**src/rtl/smbr_pkg.sv**
```systemverilog
package smbr_pkg;
  typedef enum logic [2:0] {ST_IDLE, ST_RX, ST_ACK, ST_TX, ST_TACK} st_e;
  typedef enum logic [1:0] {RL_ADDR, RL_CMD, RL_CNT, RL_DATA} role_e;
endpackage

```
**src/rtl/smbr_sync.sv**
```systemverilog
module smbr_sync #(
  parameter int W = 2
) (
  input  logic         clk,
  input  logic         rst_n,
  input  logic [W-1:0] raw_i,
  output logic [W-1:0] sync_o,
  output logic [W-1:0] prev_o
);
  logic [W-1:0] meta_q;
  for (genvar i = 0; i < W; i++) begin : g_bit
    always_ff @(posedge clk or negedge rst_n) begin
      if (!rst_n) begin
        meta_q[i] <= 1'b1;
        sync_o[i] <= 1'b1;
        prev_o[i] <= 1'b1;
      end else begin
        meta_q[i] <= raw_i[i];
        sync_o[i] <= meta_q[i];
        prev_o[i] <= sync_o[i];
      end
    end
  end
endmodule

```
**src/rtl/smbr_regbank.sv**
```systemverilog
module smbr_regbank #(
  parameter int                    NUM_REG   = 8,
  parameter int                    BASE_IDX  = 4,
  parameter int                    STRAP_REL = 1,
  parameter int                    SIG_REL   = 4,
  parameter logic [7:0]            SIG_VAL   = 8'h80,
  parameter logic [NUM_REG*8-1:0]  RST_VAL   = '0
) (
  input  logic                 clk,
  input  logic                 rst_n,
  input  logic                 wr_en,
  input  logic [6:0]           wr_idx,
  input  logic [7:0]           wr_data,
  input  logic [6:0]           rd_idx,
  output logic [7:0]           rd_data,
  input  logic [7:0]           strap_i,
  output logic [NUM_REG*8-1:0] regs_o
);
  logic [7:0] val [NUM_REG];

  for (genvar k = 0; k < NUM_REG; k++) begin : g_reg
    localparam logic [6:0] IDX = 7'(BASE_IDX + k);
    if (k == STRAP_REL) begin : g_strap
      assign val[k] = strap_i;
    end else if (k == SIG_REL) begin : g_sig
      assign val[k] = SIG_VAL;
    end else begin : g_rw
      logic [7:0] q;
      logic       hit;
      assign hit = wr_en && (wr_idx == IDX);
      always_ff @(posedge clk or negedge rst_n) begin
        if (!rst_n)   q <= RST_VAL[k*8 +: 8];
        else if (hit) q <= wr_data;
      end
      assign val[k] = q;
    end
    assign regs_o[k*8 +: 8] = val[k];
  end

  always_comb begin
    rd_data = 8'h00;
    for (int k = 0; k < NUM_REG; k++)
      if (rd_idx == 7'(BASE_IDX + k)) rd_data = val[k];
  end
endmodule

```
**src/rtl/smbr_top.sv**
```systemverilog
module smbr_top
  import smbr_pkg::*;
#(
  parameter logic [6:0]           DEV_ADDR  = 7'h69,
  parameter int                   NUM_REG   = 8,
  parameter int                   BASE_IDX  = 4,
  parameter int                   STRAP_REL = 1,
  parameter int                   SIG_REL   = 4,
  parameter logic [7:0]           SIG_VAL   = 8'h80,
  parameter logic [NUM_REG*8-1:0] RST_VAL   = 64'h00FF_B000_FF0B_0002
) (
  input  logic                 clk,
  input  logic                 rst_n,
  input  logic                 scl_i,
  input  logic                 sda_i,
  input  logic [7:0]           strap_i,
  output logic                 sda_oe,
  output logic [NUM_REG*8-1:0] ctrl_o
);
  localparam logic [6:0] BASE7 = 7'(BASE_IDX);
  localparam logic [7:0] CNT8  = 8'(NUM_REG);

  logic [1:0] s_now, s_prev;
  logic scl_s, sda_s, scl_q, sda_q;
  smbr_sync #(.W(2)) u_sync (
    .clk(clk), .rst_n(rst_n), .raw_i({scl_i, sda_i}),
    .sync_o(s_now), .prev_o(s_prev)
  );
  assign {scl_s, sda_s} = s_now;
  assign {scl_q, sda_q} = s_prev;

  logic start_det, stop_det, scl_rise, scl_fall;
  assign start_det = scl_s && scl_q && sda_q && !sda_s;
  assign stop_det  = scl_s && scl_q && !sda_q && sda_s;
  assign scl_rise  = scl_s && !scl_q;
  assign scl_fall  = !scl_s && scl_q;

  st_e        state, n_state;
  role_e      role, n_role;
  logic [3:0] cnt, n_cnt;
  logic [7:0] shreg, n_shreg;
  logic [6:0] ptr, n_ptr;
  logic       blk, n_blk, first, n_first, once, n_once, tx, n_tx, oe, n_oe;

  logic       wr_en;
  logic [7:0] rx_byte, rd_data, tx_byte;
  assign rx_byte = {shreg[6:0], sda_s};
  assign tx_byte = (blk && first) ? CNT8 : rd_data;

  smbr_regbank #(
    .NUM_REG(NUM_REG), .BASE_IDX(BASE_IDX), .STRAP_REL(STRAP_REL),
    .SIG_REL(SIG_REL), .SIG_VAL(SIG_VAL), .RST_VAL(RST_VAL)
  ) u_bank (
    .clk(clk), .rst_n(rst_n), .wr_en(wr_en), .wr_idx(ptr), .wr_data(rx_byte),
    .rd_idx(ptr), .rd_data(rd_data), .strap_i(strap_i), .regs_o(ctrl_o)
  );

  always_comb begin
    n_state = state; n_role = role; n_cnt = cnt; n_shreg = shreg;
    n_ptr = ptr; n_blk = blk; n_first = first; n_once = once;
    n_tx = tx; n_oe = oe; wr_en = 1'b0;
    if (start_det) begin
      n_state = ST_RX; n_role = RL_ADDR; n_cnt = '0; n_oe = 1'b0;
    end else if (stop_det) begin
      n_state = ST_IDLE; n_oe = 1'b0;
    end else begin
      unique case (state)
        ST_RX: if (scl_rise) begin
          n_shreg = rx_byte;
          n_cnt   = cnt + 4'd1;
          if (cnt == 4'd7) begin
            n_state = ST_ACK;
            unique case (role)
              RL_ADDR: begin
                if (rx_byte[7:1] == DEV_ADDR) begin
                  n_tx = rx_byte[0]; n_role = RL_CMD;
                end else begin
                  n_state = ST_IDLE;
                end
              end
              RL_CMD: begin
                n_blk   = !rx_byte[7];
                n_ptr   = rx_byte[7] ? rx_byte[6:0] : BASE7;
                n_role  = rx_byte[7] ? RL_DATA : RL_CNT;
                n_first = 1'b1; n_once = 1'b0;
              end
              RL_CNT: n_role = RL_DATA;
              default: begin
                wr_en  = blk || !once;
                n_once = 1'b1;
                if (blk) n_ptr = ptr + 7'd1;
              end
            endcase
          end
        end
        ST_ACK: if (scl_fall) begin
          if (cnt == 4'd8) begin
            n_oe = 1'b1; n_cnt = 4'd9;
          end else if (tx) begin
            n_state = ST_TX; n_shreg = tx_byte; n_oe = !tx_byte[7]; n_cnt = '0;
          end else begin
            n_state = ST_RX; n_oe = 1'b0; n_cnt = '0;
          end
        end
        ST_TX: if (scl_fall) begin
          if (cnt == 4'd7) begin
            n_state = ST_TACK; n_oe = 1'b0; n_cnt = '0;
          end else begin
            n_shreg = {shreg[6:0], 1'b0}; n_oe = !shreg[6]; n_cnt = cnt + 4'd1;
          end
        end
        ST_TACK: begin
          if (scl_rise) begin
            if (sda_s) n_state = ST_IDLE;
            else begin
              n_cnt = 4'd1;
              if (blk && first) n_first = 1'b0;
              else              n_ptr   = ptr + 7'd1;
            end
          end else if (scl_fall && cnt == 4'd1) begin
            n_state = ST_TX; n_shreg = tx_byte; n_oe = !tx_byte[7]; n_cnt = '0;
          end
        end
        default: ;
      endcase
    end
  end

  always_ff @(posedge clk or negedge rst_n) begin
    if (!rst_n) begin
      state <= ST_IDLE; role <= RL_ADDR; cnt <= '0; shreg <= '0;
      ptr <= BASE7; blk <= 1'b1; first <= 1'b0; once <= 1'b0;
      tx <= 1'b0; oe <= 1'b0;
    end else begin
      state <= n_state; role <= n_role; cnt <= n_cnt; shreg <= n_shreg;
      ptr <= n_ptr; blk <= n_blk; first <= n_first; once <= n_once;
      tx <= n_tx; oe <= n_oe;
    end
  end

  assign sda_oe = oe;
endmodule

```
**config.mk**
```make
export PLATFORM = sky130hd
export DESIGN_NAME = smbr_top
export DESIGN_NICKNAME = d
export VERILOG_FILES = /design/src/rtl/smbr_pkg.sv /design/src/rtl/smbr_sync.sv /design/src/rtl/smbr_regbank.sv /design/src/rtl/smbr_top.sv
export SDC_FILE = /design/constraint.sdc
export NUM_CORES = 1
export LEC_CHECK = 0
export CAP_MARGIN = 20
export CORE_MARGIN = 3
export CORE_UTILIZATION = 38
export CTS_BUF_LIST = sky130_fd_sc_hd__clkbuf_2
export DETAILED_ROUTE_END_ITERATION = 10
export PLACE_DENSITY = 0.6
export SYNTH_ARGS = -nofsm -noshare
export SYNTH_HDL_FRONTEND = slang
export SYNTH_HIERARCHICAL = 1
export SYNTH_SLANG_ARGS = --single-unit
```
**constraint.sdc**
```tcl
create_clock -name clk -period 2.84 [get_ports clk]
set_input_delay 0.568 -clock clk [delete_from_list [all_inputs] [get_ports clk]]
set_output_delay 0.568 -clock clk [all_outputs]
set_load 0.02 [all_outputs]
```
## After elaboration in Yosys (flattened, before gate mapping)

Cells that the tools add are included.

- Add/sub/neg operators: 2
- Equal/unequal tests: 51
- Muxes and demuxes: 85
- Bitwise logic cells: 3
- Reductions and logical operators: 45

Operator list:

| cell | count |
|---|---|
| $mux W7 | 15 |
| $mux W8 | 9 |
| $mux W4 | 10 |
| $ne A4 B4 Y1 const B | 10 |
| $mux W3 | 11 |
| $ne A2 B2 Y1 const B | 16 |
| $eq A7 B3 Y1 const B | 4 |
| $eq A7 B4 Y1 const B | 4 |
| $pmux W7 S2 | 2 |
| $pmux W7 S4 | 1 |
| $mux W1 | 22 |
| $mux W2 | 9 |
| $reduce_and A6 Y1 | 3 |
| $reduce_and A9 Y1 | 2 |
| $pmux W4 S4 | 1 |
| $logic_and A1 B1 Y1 | 15 |
| $ne A3 B3 Y1 const B | 5 |
| $reduce_and A7 Y1 | 2 |
| $pmux W3 S4 | 1 |
| $reduce_and A11 Y1 | 1 |
| $reduce_and A10 Y1 | 1 |
| $reduce_bool A5 Y1 | 2 |
| $reduce_bool A2 Y1 | 4 |
| $reduce_bool A4 Y1 | 2 |
| 24 further kinds | 34 |

- Flip-flop bits (word level): 82
- Bits of input ports: 12
- Output and inout bits: 65
- Word-level logic and storage cells: 208

## Longest topological paths before layout

- Depth in word-level cells: 17
- Depth in mapped cells: 8
- Mapped depth without buffers: 7

## By module

The synthesis kept the hierarchy.

Modules (own cells, without submodules):

| module | times used | cells an instance | area each (um^2) |
|---|---|---|---|
| smbr_regbank | 1 | 203 | 2670.1 |
| smbr_top | 1 | 233 | 2047.0 |
| smbr_sync | 1 | 6 | 157.7 |

## Worst setup path after synthesis

OpenSTA, ideal clock, no wires.

- Path type: register -> register
- Start point: reg state[2]
- End point: reg u_bank.g_reg[6].g_rw.q[0]
- Arrival time: 2.509 ns
- Setup slack: 0.249 ns
- Stages on the path, launching flop included: 9
- Buffers on the path: 2
- Cell sequence: dfrtp_1 -> buf_4 -> or3b_2 -> nor3_4 -> o211a_1 -> nand2_1 -> or4_4 -> buf_6 -> mux2_4

- Cells in the longest elaborated chain, start to end: 5

RTL lines:

| what | RTL line | text |
|---|---|---|
| start: declaration | smbr_top.sv:38 | `st_e state, n_state;` |
| start signal: assignment | smbr_top.sv:135 | `state <= n_state; role <= n_role; cnt <= n_cnt; shreg <= n_shreg;` |
| $eq A3 B1 Y1 | smbr_top.sv:67 | `unique case (state)` |
| $mux W1 | smbr_top.sv:67 |  |
| $mux W1 | smbr_top.sv:64 | `end else if (stop_det) begin` |
| $mux W1 | smbr_top.sv:62 | `if (start_det) begin` |
| net wr_en | smbr_top.sv:45 | `logic wr_en;` |
| $logic_and A1 B1 Y1 | smbr_regbank.sv:30 | `assign hit = wr_en && (wr_idx == IDX);` |
| end signal: assignment | smbr_regbank.sv:32 | `if (!rst_n) q <= RST_VAL[k*8 +: 8];` |
| end signal: assignment | smbr_regbank.sv:33 | `else if (hit) q <= wr_data;` |
| end: declaration | smbr_regbank.sv:28 | `logic [7:0] q;` |

The timed path passes the listed nets, and every way through them passes these cells.
A chain may end at the register's enable or synchronous reset.

## Worst setup path after layout

- Start point: reg state[1]
- End point: reg u_bank.g_reg[6].g_rw.q[3]

The elaborated chain is that of the path after synthesis.

==> metrics.csv <==
stage,metric,value,unit
status,outcome,"complete, no violations",
place,gpl congestion,0.8419,
route,"antenna viol nets, final",0,
worst_hold_path,Hold Path Class,input port to async pin,
power_and_ir_drop,LEAKAGE,2.407,nW
floorplanning,Starting Density,0.3976,
sta,# setup viols final,0,
logic_synthesis,Synth area leader,dfrtp_1,
logic_synthesis,Cells after Synth,442,
route,WL/cell,19.77,µm
grt,vias in the first global route,3851,
route,DR iter-0 viols,276,
sta,Setup TNS,0,ns
worst_setup_path,"critical path fanouts, max",8,
worst_setup_path,Worst R2R Start,state[1]$_DFFE_PN0P_,
clock_network,htree depth,3,
grt,Global Route Usage Sum,0.1963,
clock_network,clock sinks,82,
grt,first-pass GRT wire length,22030,µm
sta,Fin Hold WS,0.06508,ns
floorplanning,Die ar.,0.01422,mm²
floorplanning,IO Pins,77,
sta,Max Freq,0.3727,GHz
clock_network,clock root buffer,clkbuf_2,
sta,final worst-path cycle share,0.9447,
worst_setup_path,Crit Path Class,flip-flop to flip-flop,
floorplanning,Die Height,119.3,µm
logic_synthesis,synth unique cells,73,
layout,final core utilization,0.4772,
floorplanning,Die X,119.3,µm
clock_network,CTS tree,yes,
logic_synthesis,"Top FF cell, synth",dfrtp_1,
logic_synthesis,YS warnings,6,
clock_network,Clock transition at path regs,0.29,ns
clock_network,CTS max path bufs,2,
sta,Period minus WS final,2.683,ns
clock_network,Post-CTS Resized,0,
layout,P&R area growth vs syn,20.05,%
sta,"Hold Vio Cnt, Final",0,
worst_setup_path,r2r endpoint,u_bank/g_reg[6].g_rw.q[3]$_DFFE_PN1P_,
layout,share of post-route cells with drive strength above 1,0.2722,
place,pre-CTS setup slack,0.2616,ns
grt,largest net degree at the start of global routing,78,
logic_synthesis,Async SR Flop Fraction,1.000,
worst_setup_path,type of origin of the critical path,flip-flop,
logic_synthesis,share of the synthesized area in the top cell type,0.2618,
logic_synthesis,Mapped Area,0.004875,mm²
worst_setup_path,worst r2r path cells,6,
clock_network,Clock Latency Late Sink,0.61,ns
logic_synthesis,top post-synthesis cells by area,"dfrtp_1 (26%), dfstp_2 (17%), mux2_2 (11%)",
sta,worst slew pin tran,0.9879,ns
power_and_ir_drop,Power Dens Cells,442.4,mW/mm²
power_and_ir_drop,maximum vdd ir drop,248.1,µV
sta,final slew viol count,0,
place,DP HPWL,9820,µm
clock_network,Post-CTS Setup Bufs,0,
route,# DRC,0,
grt,remaining global-route overflow,0,
worst_setup_path,CP endpoint kind,flip-flop,
sta,post-route setup slack,0.1569,ns
logic_synthesis,Synth Area per Inst,11.03,µm²
grt,antenna violations before repair,0,
sta,Worst Skew,0.04090,ns
logic_synthesis,#FFs+latches synth,82,
layout,Final Cell Area,0.005852,mm²
layout,antenna cells,0,
place,DP Area,0.005734,mm²
clock_network,Post-CTS Hold Fix Bufs,0,
clock_network,CTS Buf Count,9,
layout,Layout Nets,533,
place,# port buffers,68,
worst_setup_path,R2R setup slack,0.16,ns
route,Avg Vias per Cell,5.567,
route,Detailed Routing Iterations Pass 1,4,
logic_synthesis,"EDFF count, synth",0,
sta,Max-slew headroom,0.3414,
layout,"most common cell after layout, fill and taps aside",clkdlybuf4s50_1,
worst_setup_path,worst path arrival time,3.25,ns
layout,most frequent cells in the layout,"clkdlybuf4s50_1 (67), dfrtp_1 (51), mux2_2 (47)",
sta,unrepaired setup endpoints after global routing,no,
job,max cap viols,0,
route,total number of vias,3819,
route,Post-Route WL,13560,µm
floorplanning,core area,0.01226,mm²
logic_synthesis,post-synthesis sequential area ratio,0.4289,
floorplanning,Row Count,40,
worst_setup_path,CP Data Required Time,3.40,ns
==> kinds of logic after synthesis <==
| kind of cell | Yosys count | synth area share |
|---|---|---|
| simple gates | 135 | 0.1779 |
| compound gates | 89 | 0.1301 |
| flops | 82 | 0.4289 |
| mux | 77 | 0.1835 |
| buf+inv | 47 | 0.05390 |
| fa+ha+maj | 8 | 0.02053 |
| other cells | 2 | 0.001541 |
| xor+xnor | 2 | 0.003594 |
==> routing by layer <==
| metal | routed length [µm] | GRT usage | vias up |
|---|---|---|---|
| li1 | - | - | 1774 |
| met1 | 6297 | 0.2771 | 1927 |
| met2 | 6464 | 0.3070 | 106 |
| met3 | 656 | 0.04179 | 12 |
| met4 | 144 | 0.04924 | 0 |
| met5 | 0 | 0 | - |
==> power by group <==
group / leakage [nW] / internal (W) / switching [W] / total (W)
Clock: 0.0697 / 0.000144 / 0.000496 / 0.000640
Sequential: 1.02 / 0.00125 / 0.000231 / 0.00148
Combinational: 1.32 / 0.000223 / 0.000249 / 0.000472
==> registers in the layout, indices dropped and copies added, names as in the netlist <==
name	cells
first	1
tx	1
ptr	7
role	2
blk	1
once	1
cnt	4
sda_oe	1
shreg	7
u_sync/prev_o	2
u_sync/meta_q	2
u_bank/g.g_rw.q	48
u_sync/sync_o	2
state	3
==> final cells by class <==
cell class              count  area [µm²]
fillers                  1147        6410
clock inverters             7       72.57
well taps                 168       210.2
multi-input cells         319        2544
repair buffers             88       840.8
inverters                  13       48.80
flip-flops and latches     82        2091
clock buffers               9       45.04
==> worst max-delay path: stages, from the launching register on <==
cell and delay, ns:
dfrtp_1 0.45, or3b_2 0.54, nor3_4 0.29, o211a_1 0.27
nand2_1 0.13, or4_4 0.61, mux2_4 0.34
==> worst max-delay path by stage <==
| stage | from | endpoint | cells past startpoint |
|---|---|---|---|
| 3_5_place_dp | state[1]$_DFFE_PN0P_ | u_bank/g_reg[6].g_rw.q[6]$_DFFE_PN1P_ | 6 |
| 4_1_cts | state[1]$_DFFE_PN0P_ | u_bank/g_reg[6].g_rw.q[1]$_DFFE_PN1P_ | 6 |
| 6_report | state[1]$_DFFE_PN0P_ | u_bank/g_reg[6].g_rw.q[3]$_DFFE_PN1P_ | 6 |
| 5_1_grt | state[1]$_DFFE_PN0P_ | u_bank/g_reg[6].g_rw.q[3]$_DFFE_PN1P_ | 6 |
| 2_1_floorplan | state[2]$_DFFE_PN0P_ | u_bank/g_reg[6].g_rw.q[0]$_DFFE_PN1P_ | 8 |
| 3_3_place_gp | state[1]$_DFFE_PN0P_ | u_bank/g_reg[6].g_rw.q[0]$_DFFE_PN1P_ | 6 |
==> synthesized netlist by cell type (all sizes together), types with 4 or more instances <==
cell     n
o22ai    5
or3      4
buf     27
and4b    6
nor3     7
o21ai   24
nand3   13
nand3b  12
ha       8
inv     13
nand2   22
nor2    22
mux2    55
nand2b   8
dfrtp   51
clkbuf   7
o21a     6
mux2i   20
dfstp   31
nor4bb   8
a21oi   11
o221ai   6
nor3b    7
==> through the flow <==
step | power, W | std cells
floorplan | 0.001720 | 448
global placement | 0.001947 | 670
detailed placement | 0.001962 | 670
CTS | 0.002613 | 686
global route | 0.002738 | 686
finish | 0.002589 | 686
Note: power is estimated with default switching activity, not from simulation.
